### src/rtl/fpt_pkg.sv
package fpt_pkg;

    typedef enum logic [2:0] {
        ST_OFF,
        ST_LOCK,
        ST_HOLD,
        ST_READY,
        ST_PULSE
    } fpt_state_e;

    // Largest of four exponents: sizes the pulse counter.
    function automatic int unsigned widest(input int unsigned a, input int unsigned b,
                                           input int unsigned c, input int unsigned d);
        int unsigned m;
        m = a;
        if (b > m) m = b;
        if (c > m) m = c;
        if (d > m) m = d;
        return m;
    endfunction

endpackage

### src/rtl/fpt_lockout.sv
module fpt_lockout #(
    parameter int unsigned LOCK_CYC = 200,
    localparam int unsigned LK_W = $clog2(LOCK_CYC + 1)
) (
    input  logic clk,
    input  logic rst_n,
    input  logic run_i,
    output logic expire_o
);

    logic [LK_W-1:0] cnt_q;

    always_ff @(posedge clk or negedge rst_n) begin
        if (!rst_n) begin
            cnt_q <= '0;
        end else if (!run_i) begin
            cnt_q <= '0;
        end else if (!expire_o) begin
            cnt_q <= cnt_q + LK_W'(1);
        end
    end

    assign expire_o = run_i && (cnt_q == LK_W'(LOCK_CYC - 1));

    // the lockout count never passes its limit
    p_lock_bound_r5: assert property (@(posedge clk) disable iff (!rst_n)
        run_i |-> (cnt_q < LK_W'(LOCK_CYC)));

endmodule

### src/rtl/fpt_pulse_cnt.sv
module fpt_pulse_cnt #(
    parameter int unsigned EXP_TAB [4] = '{7, 11, 15, 18},
    parameter int unsigned CNT_W = 19
) (
    input  logic       clk,
    input  logic       rst_n,
    input  logic       cap_i,
    input  logic [1:0] sel_i,
    input  logic       start_i,
    input  logic       run_i,
    output logic       last_o
);

    logic [CNT_W-1:0] len_tab [4];
    logic [CNT_W-1:0] len_q;
    logic [CNT_W-1:0] cnt_q;

    for (genvar g = 0; g < 4; g++) begin : g_len
        assign len_tab[g] = CNT_W'(1) << EXP_TAB[g];
    end

    always_ff @(posedge clk or negedge rst_n) begin
        if (!rst_n) begin
            len_q <= len_tab[0];
        end else if (cap_i) begin
            len_q <= len_tab[sel_i];
        end
    end

    always_ff @(posedge clk or negedge rst_n) begin
        if (!rst_n) begin
            cnt_q <= '0;
        end else if (start_i) begin
            cnt_q <= '0;
        end else if (run_i) begin
            cnt_q <= cnt_q + CNT_W'(1);
        end
    end

    assign last_o = run_i && (cnt_q == len_q - CNT_W'(1));

    // a running pulse never counts beyond its selected length
    p_len_bound_r2: assert property (@(posedge clk) disable iff (!rst_n)
        run_i |-> (cnt_q < len_q));

endmodule

### src/rtl/fpt_dropout.sv
module fpt_dropout (
    input  logic clk,
    input  logic rst_n,
    input  logic clr_i,
    input  logic watch_i,
    input  logic vok_i,
    output logic flag_o
);

    always_ff @(posedge clk or negedge rst_n) begin
        if (!rst_n) begin
            flag_o <= 1'b0;
        end else if (clr_i) begin
            flag_o <= 1'b0;
        end else if (watch_i && !vok_i) begin
            flag_o <= 1'b1;
        end
    end

    // a low voltage in a watched cycle is recorded one edge later
    p_drop_set_r8: assert property (@(posedge clk) disable iff (!rst_n)
        (watch_i && !vok_i && !clr_i) |=> flag_o);

endmodule

### src/rtl/hv_pulse_timer.sv
module hv_pulse_timer #(
    parameter int unsigned FREQ_MHZ = 20,
    parameter int unsigned LOCK_US  = 10,
    parameter int unsigned EXP_C0   = 7,
    parameter int unsigned EXP_C1   = 11,
    parameter int unsigned EXP_C2   = 15,
    parameter int unsigned EXP_C3   = 18
) (
    input  logic       clk,
    input  logic       rst_n,
    input  logic       wmode_i,
    input  logic       cmd_i,
    input  logic [1:0] width_sel_i,
    input  logic       vok_i,
    output logic       busy_o,
    output logic       done_o,
    output logic       vlive_o,
    output logic       drop_o
);

    import fpt_pkg::*;

    localparam int unsigned LOCK_CYC = FREQ_MHZ * LOCK_US;
    localparam int unsigned LK_W     = $clog2(LOCK_CYC + 1);
    localparam int unsigned EXP_TAB [4] = '{EXP_C0, EXP_C1, EXP_C2, EXP_C3};
    localparam int unsigned CNT_W    = widest(EXP_C0, EXP_C1, EXP_C2, EXP_C3) + 1;

    fpt_state_e state_q, state_d;
    logic       lock_run, lock_exp;
    logic       accept, start, pulse_last;
    logic       done_q;

    // Which states count the lockout
    assign lock_run = (state_q == ST_LOCK) || (state_q == ST_HOLD);

    // A command is taken only while writing mode is active and no pulse runs
    assign accept = cmd_i && wmode_i &&
                    ((state_q == ST_LOCK) || (state_q == ST_READY));

    always_comb begin
        state_d = state_q;
        unique case (state_q)
            ST_OFF: begin
                if (wmode_i) state_d = ST_LOCK;
            end
            ST_LOCK: begin
                if (!wmode_i)       state_d = ST_OFF;
                else if (lock_exp)  state_d = cmd_i ? ST_PULSE : ST_READY;
                else if (cmd_i)     state_d = ST_HOLD;
            end
            ST_HOLD: begin
                if (!wmode_i)       state_d = ST_OFF;
                else if (lock_exp)  state_d = ST_PULSE;
            end
            ST_READY: begin
                if (!wmode_i)       state_d = ST_OFF;
                else if (cmd_i)     state_d = ST_PULSE;
            end
            ST_PULSE: begin
                if (pulse_last)     state_d = wmode_i ? ST_READY : ST_OFF;
            end
            default:                state_d = ST_OFF;
        endcase
    end

    assign start = (state_d == ST_PULSE) && (state_q != ST_PULSE);

    always_ff @(posedge clk or negedge rst_n) begin
        if (!rst_n) begin
            state_q <= ST_OFF;
        end else begin
            state_q <= state_d;
        end
    end

    always_ff @(posedge clk or negedge rst_n) begin
        if (!rst_n) begin
            done_q <= 1'b0;
        end else begin
            done_q <= (state_q == ST_PULSE) && pulse_last;
        end
    end

    // Output process
    always_comb begin
        busy_o  = (state_q == ST_PULSE);
        done_o  = done_q;
        vlive_o = wmode_i && vok_i;
    end

    fpt_lockout #(
        .LOCK_CYC (LOCK_CYC)
    ) u_lockout (
        .clk      (clk),
        .rst_n    (rst_n),
        .run_i    (lock_run),
        .expire_o (lock_exp)
    );

    fpt_pulse_cnt #(
        .EXP_TAB (EXP_TAB),
        .CNT_W   (CNT_W)
    ) u_pulse (
        .clk     (clk),
        .rst_n   (rst_n),
        .cap_i   (accept),
        .sel_i   (width_sel_i),
        .start_i (start),
        .run_i   (busy_o),
        .last_o  (pulse_last)
    );

    fpt_dropout u_drop (
        .clk     (clk),
        .rst_n   (rst_n),
        .clr_i   (start),
        .watch_i (busy_o),
        .vok_i   (vok_i),
        .flag_o  (drop_o)
    );

    // Checker state: number of cycles since leaving the off state, saturated
    logic [LK_W-1:0] age_q;
    always_ff @(posedge clk or negedge rst_n) begin
        if (!rst_n) begin
            age_q <= '0;
        end else if (state_q == ST_OFF) begin
            age_q <= '0;
        end else if (age_q != LK_W'(LOCK_CYC)) begin
            age_q <= age_q + LK_W'(1);
        end
    end

    // no pulse rises before the lockout time has elapsed
    p_lock_min_r5: assert property (@(posedge clk) disable iff (!rst_n)
        $rose(busy_o) |-> (age_q == LK_W'(LOCK_CYC)));

    // done only in the first cycle after busy falls
    p_done_after_busy_r4: assert property (@(posedge clk) disable iff (!rst_n)
        done_o |-> (!busy_o && $past(busy_o)));

    // done lasts one cycle
    p_done_single_r4: assert property (@(posedge clk) disable iff (!rst_n)
        done_o |=> !done_o);

    // dropout flag is clear when a pulse begins
    p_drop_clear_r8: assert property (@(posedge clk) disable iff (!rst_n)
        $rose(busy_o) |-> !drop_o);

    // outside a pulse and its trailing cycle the flag holds
    p_drop_hold_r9: assert property (@(posedge clk) disable iff (!rst_n)
        (!busy_o && !$past(busy_o)) |-> $stable(drop_o));

    // with writing mode inactive in the off state, no pulse begins
    p_off_quiet_r12: assert property (@(posedge clk) disable iff (!rst_n)
        (state_q == ST_OFF) |=> !busy_o);

endmodule

### config.mk
export PLATFORM = sky130hd
export DESIGN_NAME = hv_pulse_timer
export DESIGN_NICKNAME = d
export VERILOG_FILES = /design/src/rtl/fpt_pkg.sv /design/src/rtl/fpt_lockout.sv /design/src/rtl/fpt_pulse_cnt.sv /design/src/rtl/fpt_dropout.sv /design/src/rtl/hv_pulse_timer.sv
export SDC_FILE = /design/constraint.sdc
export NUM_CORES = 1
export LEC_CHECK = 0
export CAP_MARGIN = 5
export CORE_MARGIN = 5
export CORE_UTILIZATION = 25
export DETAILED_ROUTE_END_ITERATION = 16
export DONT_BUFFER_PORTS = 1
export GPL_TIMING_DRIVEN = 0
export HOLD_SLACK_MARGIN = 0.05
export PLACE_DENSITY = 0.41
export SLEW_MARGIN = 10
export SYNTH_ARGS = -nofsm -noshare
export SYNTH_HDL_FRONTEND = slang
export SYNTH_SLANG_ARGS = --single-unit
### constraint.sdc
create_clock -name clk -period 2 [get_ports clk]
set_input_delay 0.1 -clock clk [delete_from_list [all_inputs] [get_ports clk]]
set_output_delay 0.1 -clock clk [all_outputs]
set_load 0.1 [all_outputs]
==> flow_summary.json, run 1 <==
{
  "status": "complete, no violations",
  "firstDrtPassIters": 4,
  "multi_input_area_um2": 1090,
  "fp.dieArea_um2": 9790,
  "grt_remaining_overflow": 0,
  "num-fill-cells": 806,
  "clock-sinks": 36,
  "die_w_um": 99.0,
  "power.static_leakage_nw": 0.993,
  "synth_ff_type": "dfrtp_1",
  "cts.clk_slew.worst_paths_ns": 0.07,
  "period_share_pct": 97.0,
  "grt_usage_pct": 10.4,
  "grt_pass1_vias": 1628,
  "netlist_area_um2": 1980,
  "synth_nets": 219,
  "worst_pin_slew_ns": 0.955,
  "portBuffers": 0,
  "dp_hpwl_mm": 3.26,
  "met3_usage_pct": 2.48,
  "antenna_cells": 0,
  "htreeDepth": 2,
  "post_drt_wl_per_cell_um": 14.5,
  "clockRootBuffer": "clkbuf_8",
  "critical_path_arrival_ns": 2.12,
  "avgSynthCellArea_um2": 9.46,
  "place.gp.congestion": 0.732,
  "hold_ws_ns": 0.111,
  "pin_count": 11,
  "synth_seq_cells": 36,
  "grt_first_pass_wirelength_mm": 8.24,
  "grt_max_degree": 37,
  "cts_tree": "done",
  "fmax_ghz": 0.516,
  "yosys_warnings": 0,
  "holdPathStages": 3,
  "antenna_found_initial": 0,
  "rsz0062_at_grt": "true",
  "power.density_nw_per_um2": 977,
  "grt_use_met2_pct": 15.1,
  "layout_min_cycle_time_ns": 1.94,
  "die_h_um": 99.0,
  "grt_busiest_layer": "met2",
  "seq_area_frac_synth_pct": 45.6,
  "required_ns": 2.18,
  "cap_violations": 0,
  "reg2reg_depth": 6,
  "ys_types": 48,
  "clockBufferDepth": 2,
  "async_flop_share_pct": 100,
  "worstSetupEndpointType": "register",
  "rows": 32,
  "slew_headroom_pct": 36.8,
  "fin_skew_ns": 0.00612,
  "seqCellArea_um2": 902,
  "drv_slew": 0,
  "crit_type": "reg -> reg",
  "nets": 242,
  "grt_util_met1_pct": 15.1,
  "cp_max_fo": 5,
  "worstHoldStart": "cmd_i",
  "ant_nets": 0,
  "dp.cells": 311,
  "start_util_pct": 25.6,
  "r2r-end": "state_q[2]$_DFF_PN0_",
  "rr_startpoint": "u_pulse.len_q[7]$_DFFE_PN1P_",
  "peakVddDrop_uv": 394,
  "setup_viol": 0,
  "fin_cells": 335,
  "drc": 0,
  "numCtsBuffers": 5,
  "synth_edf_count": 0,
  "finalWirelength_mm": 4.85,
  "area_growth_pct": 23.5,
  "core-area_um2": 7730,
  "clkLatencyLatePin_ns": 0.29,
  "syn_inst": 209,
  "min_to": "state_q[1]$_DFF_PN0_",
  "finalPower_mw": 2.39,
  "num_vias": 1612,
  "hold_viol": 0,
  "rrSetupSlack_ns": 0.06,
  "drtIter0Drc": 68,
  "hp-class": "in -> reg",
  "drive_above_1_share_pct": 16.7,
  "start_kind": "register",
  "vias_per_cell": 4.81
}
[registers in the layout (all words and copies together), names as in the netlist]
register / count
state_q: 3
u_drop.flag_o: 1
done_o: 1
u_lockout.cnt_q: 8
u_pulse.len_q: 4
u_pulse.cnt_q: 19
[power breakdown]
group	switching [mW]	total, mW	leakage, nW	internal (mW)
clock	0.268	0.638	0.0552	0.370
combinational	0.411	0.723	0.526	0.312
sequential	0.177	1.03	0.412	0.848
[cell usage in the layout, fill, tap and decap left out, drive strengths merged, types with 2 or more instances in the layout]
cell type and instances:
a21oi 3, and2 2, and3 4, buf 12, clkbuf 8, clkinv 2, dfrtp 35, dlygate4sd3 7
ha 3, inv 6, mux2i 13, nand2 18, nand2b 3, nand3 12, nand3b 3, nand4 8
nand4b 2, nor2 21, nor3 5, nor4 3, o211ai 3, o21ai 21, o22ai 3, or3 3
xnor2 2, xor2 10
[worst max-delay path, stage by stage (launching register included)]
cell and delay, ns:
dfstp_2 0.59, inv_2 0.06, ha_4 0.16, or3_4 0.33, a211oi_2 0.21, nand4_1 0.16
o31a_1 0.32
[synth_stat cells (2+ instances only)]
master / count / area [um^2]
nand3_1: 12 / 60.1
o22ai_1: 3 / 18.8
and3_1: 4 / 25.0
or3_1: 3 / 18.8
nor4_1: 3 / 18.8
nor3_1: 4 / 20.0
nand4_1: 8 / 50.1
xor2_1: 10 / 87.6
xnor2_1: 2 / 17.5
nand4b_1: 2 / 17.5
mux2i_1: 13 / 130
nand2b_1: 3 / 18.8
nor2_1: 21 / 78.8
and2_1: 2 / 12.5
inv_1: 6 / 22.5
o21ai_0: 20 / 100
nand3b_1: 3 / 22.5
nand2_1: 18 / 67.6
clkbuf_1: 3 / 11.3
ha_1: 3 / 37.5
a21oi_1: 3 / 15.0
o211ai_1: 3 / 22.5
dfrtp_1: 35 / 876
[kinds of logic (layout without fill, tap and decap cells)]
kind of cell	count (synthesis)	count (layout)	synth area share, %
DFF	36	36	45.6
adders and majority gates	3	3	1.90
and+or+nand+nor	91	91	24.5
muxes	14	14	7.15
xor gates and xnor gates	12	12	5.31
buffers and inverters	12	36	2.72
AOI/OAI and AO/OA	41	41	12.8
[timing repair]
item | CTS | global route
cloned | 0 | 0
hold buffers | 8 | 0
resized for setup | 15 | 11
buffers inserted | 3 | 6
endpoints found under the setup margin | 20 | 18
pin swaps | 4 | 7
endpoints found under the hold margin | 43 | 0
[stage by stage]
step | setup slack (ns) | util (%) | area, um^2 | TNS (ns)
6_report | 0.0607 | 31.6 | 2440 | 0
5_1_grt | -0.0600 | 31.6 | 2440 | -0.0637
4_1_cts | -0.00317 | 30.7 | 2380 | -0.00317
3_5_place_dp | -0.264 | 27.3 | 2110 | -2.75
3_3_place_gp | -0.278 | 27.3 | 2110 | -3.13
2_1_floorplan | 0.0164 | - | 1980 | 0
[routing by layer]
metal  wire, um  up-vias
met5          0        -
met4         80        0
met3        176        5
met2       2100       25
met1       2490      770
li1           -      812
[layout make-up]
cell class                 count  area share (%)
multi-input combinational    161            44.7
sequential                    36            36.9
timing repair buffer          17            6.45
tap                          102            5.23
clock buffer                   6            2.97
clock inverter                 2            1.43
inverter                       7            1.28
buffer                         4            1.02
[worst max-delay path by stage]
stage,slack (ns),startpoint,end,cells after the start
after floorplan,0.02,state_q[0]$_DFF_PN0_,u_pulse.cnt_q[16]$_DFFE_PN0P_,6
after global placement,-0.28,state_q[2]$_DFF_PN0_,u_pulse.cnt_q[8]$_DFFE_PN0P_,6
after detailed placement,-0.26,state_q[2]$_DFF_PN0_,u_pulse.cnt_q[3]$_DFFE_PN0P_,6
after CTS,-0.003,u_pulse.len_q[7]$_DFFE_PN1P_,state_q[2]$_DFF_PN0_,6
after global routing,-0.06,u_pulse.len_q[7]$_DFFE_PN1P_,state_q[2]$_DFF_PN0_,6
final,0.06,u_pulse.len_q[7]$_DFFE_PN1P_,state_q[2]$_DFF_PN0_,6
Power figures use the tool's default switching activity.
==> inputs of run 2 (changes only) <==
--- a/config.mk
+++ b/config.mk
@@ -7,12 +7,12 @@
 export LEC_CHECK = 0
 export CAP_MARGIN = 5
 export CORE_MARGIN = 5
-export CORE_UTILIZATION = 25
+export CORE_UTILIZATION = 56
 export DETAILED_ROUTE_END_ITERATION = 16
 export DONT_BUFFER_PORTS = 1
 export GPL_TIMING_DRIVEN = 0
 export HOLD_SLACK_MARGIN = 0.05
-export PLACE_DENSITY = 0.41
+export PLACE_DENSITY = 0.75
 export SLEW_MARGIN = 10
 export SYNTH_ARGS = -nofsm -noshare
 export SYNTH_HDL_FRONTEND = slang
==> run 2 against run 1 <==
Net effect:
- fmax increased by 0.12%
- clock-buffer cell count decreased by 1
- final area decreased by 6.0%
- first-iteration DRC count increased by 69%
- sequential power about the same
- sequential share of layout area increased by 2.4 points
- largest cell class unchanged
- die area decreased by 51%
- clock power decreased by 20%
- routed wire length decreased by 15%
==> flow_summary.json, run 2 (synthesis gave the netlist of run 1 again) <==
{
  "fin_cells": 275,
  "clkLatencyLatePin_ns": 0.36,
  "final_area_um2": 2300,
  "rrSetupSlack_ns": 0.06,
  "dpl_cell_area_um2": 2040,
  "sw_frac_of_total_pct": 37.4,
  "worstHoldStart": "wmode_i",
  "slew_headroom_pct": 36.8,
  "antenna_found_initial": 0,
  "numCtsBuffers": 5,
  "pin_count": 11,
  "portBuffers": 0,
  "worstSetupEndpointType": "register",
  "reg2reg_depth": 6,
  "status": "complete, no violations",
  "fin_skew_ns": 0.0202,
  "clock-sinks": 36,
  "critical_path_arrival_ns": 2.20,
  "grt_pass1_vias": 1673,
  "fmax_ghz": 0.516,
  "dp_hpwl_mm": 2.87,
  "firstDrtPassIters": 4,
  "mostFrequentLayoutCell": "dfrtp_1",
  "num_vias": 1646,
  "cap_violations": 0,
  "hold_ws_ns": 0.120,
  "power.density_nw_per_um2": 963,
  "reg.largest.list": "u_pulse.cnt_q (19), u_lockout.cnt_q (8), u_pulse.len_q (4)",
  "seqPwrFrac_pct": 46.0,
  "drive_above_1_share_pct": 13.5,
  "core-area_um2": 3390,
  "p_clk_share_pct": 23.1,
  "grt_remaining_overflow": 0,
  "largest_register_ffs": 19,
  "top_register": "u_pulse.cnt_q",
  "place.gp.congestion": 0.823,
  "start_kind": "register",
  "power_frac_comb_pct": 30.8,
  "r2r-end": "state_q[2]$_DFF_PN0_",
  "nets": 238,
  "dp.cells": 255,
  "rsz0062_at_grt": "true",
  "power.static_leakage_nw": 0.962,
  "seqCellArea_um2": 902,
  "vias_per_cell": 5.99,
  "grt_max_degree": 37,
  "grt_usage_pct": 18.6,
  "clockBufferDepth": 2,
  "hold_viol": 0,
  "drtIter0Drc": 115,
  "worst_pin_slew_ns": 0.954,
  "die_w_um": 69.4,
  "holdPathStages": 3,
  "drc": 0,
  "min_to": "u_pulse.len_q[18]$_DFFE_PN0P_",
  "num-fill-cells": 250,
  "peakVddDrop_uv": 534,
  "rr_startpoint": "u_pulse.len_q[7]$_DFFE_PN1P_",
  "power.switching_mw": 0.826,
  "drv_slew": 0,
  "layout_min_cycle_time_ns": 1.94,
  "cts.clk_slew.worst_paths_ns": 0.12,
  "final_cell_mix": "dfrtp_1, nor2_1, nand2_1, o21ai_0, mux2i_1",
  "post_drt_wl_per_cell_um": 15.0,
  "intPower_mw": 1.38,
  "die_h_um": 69.4,
  "grt_first_pass_wirelength_mm": 7.20,
  "multi_input_area_um2": 1070,
  "fp.dieArea_um2": 4820,
  "period_share_pct": 96.8,
  "rows": 21,
  "start_util_pct": 58.4,
  "setup_viol": 0,
  "clockRootBuffer": "clkbuf_4",
  "antenna_cells": 0,
  "htreeDepth": 2,
  "ant_nets": 0,
  "finalWirelength_mm": 4.13,
  "crit_type": "reg -> reg",
  "cts_tree": "done",
  "finalPower_mw": 2.21,
  "area_growth_pct": 16.1,
  "cp_max_fo": 5,
  "required_ns": 2.26,
  "hp-class": "in -> reg"
}
-- run 2: repair_timing --
| item | in CTS | in global routing |
|---|---|---|
| pin swaps | 1 | 3 |
| setup buffers | 2 | 3 |
| endpoints found under the setup margin | 19 | 23 |
| hold buffers | 8 | 0 |
| endpoints found under the hold margin | 43 | 0 |
| gates resized for setup | 5 | 18 |
-- run 2: area by class of cell --
cell class / instances / area share [%]
inverters: 7 / 1.47
plain buffers: 4 / 1.09
multi-input cells: 161 / 46.6
flip-flops and latches: 36 / 39.3
clock buffers: 5 / 1.63
repair buffers: 13 / 5.56
well taps: 46 / 2.51
clock inverters: 3 / 1.85
-- run 2: power groups by stage --
stage | Combinational [mW] | Clock [mW] | Sequential [mW]
3_5_place_dp | 0.566 | 0 | 1.03
6_report | 0.682 | 0.511 | 1.02
4_1_cts | 0.622 | 0.523 | 1.02
2_1_floorplan | 0.456 | 0 | 0.993
5_1_grt | 0.762 | 0.554 | 1.04
3_3_place_gp | 0.533 | 0 | 1.02
-- run 2: through the flow --
stage | setup TNS [ns] | worst slack [ns] | utilization, %
final | 0 | 0.0630 | 67.7
after global routing | -0.0136 | -0.0136 | 67.7
after CTS | -2.21 | -0.204 | 66.2
after detailed placement | -1.68 | -0.163 | 60.1
after global placement | -1.18 | -0.167 | 60.1
after floorplan | 0 | 0.0164 | -
-- run 2: worst max-delay path, cell delays in order, from the launching register on --
cell and delay, ns:
dfstp_2 0.59, inv_1 0.06, ha_2 0.20, or3_4 0.40, a211oi_2 0.18, nand4_1 0.13, o31a_1 0.29
-- run 2: per-layer routing --
metal  part of all wire, %  global-route usage [%]  vias up
li1                      -                       -      807
met1                    45                    21.1      805
met2                    50                    31.7       29
met3                   4.1                    6.09        5
met4                   1.5                    8.03        0
met5                     0                       0        -
-- run 2: worst max-delay path by stage --
stage | start | end | slack (ns) | depth (start not counted)
6_report | u_pulse.len_q[7]$_DFFE_PN1P_ | state_q[2]$_DFF_PN0_ | 0.06 | 6
2_1_floorplan | state_q[0]$_DFF_PN0_ | u_pulse.cnt_q[16]$_DFFE_PN0P_ | 0.02 | 6
3_3_place_gp | state_q[2]$_DFF_PN0_ | u_pulse.cnt_q[3]$_DFFE_PN0P_ | -0.17 | 6
4_1_cts | state_q[2]$_DFF_PN0_ | u_pulse.cnt_q[3]$_DFFE_PN0P_ | -0.20 | 6
3_5_place_dp | state_q[2]$_DFF_PN0_ | u_pulse.cnt_q[3]$_DFFE_PN0P_ | -0.16 | 6
5_1_grt | state_q[0]$_DFF_PN0_ | u_pulse.cnt_q[11]$_DFFE_PN0P_ | -0.01 | 6
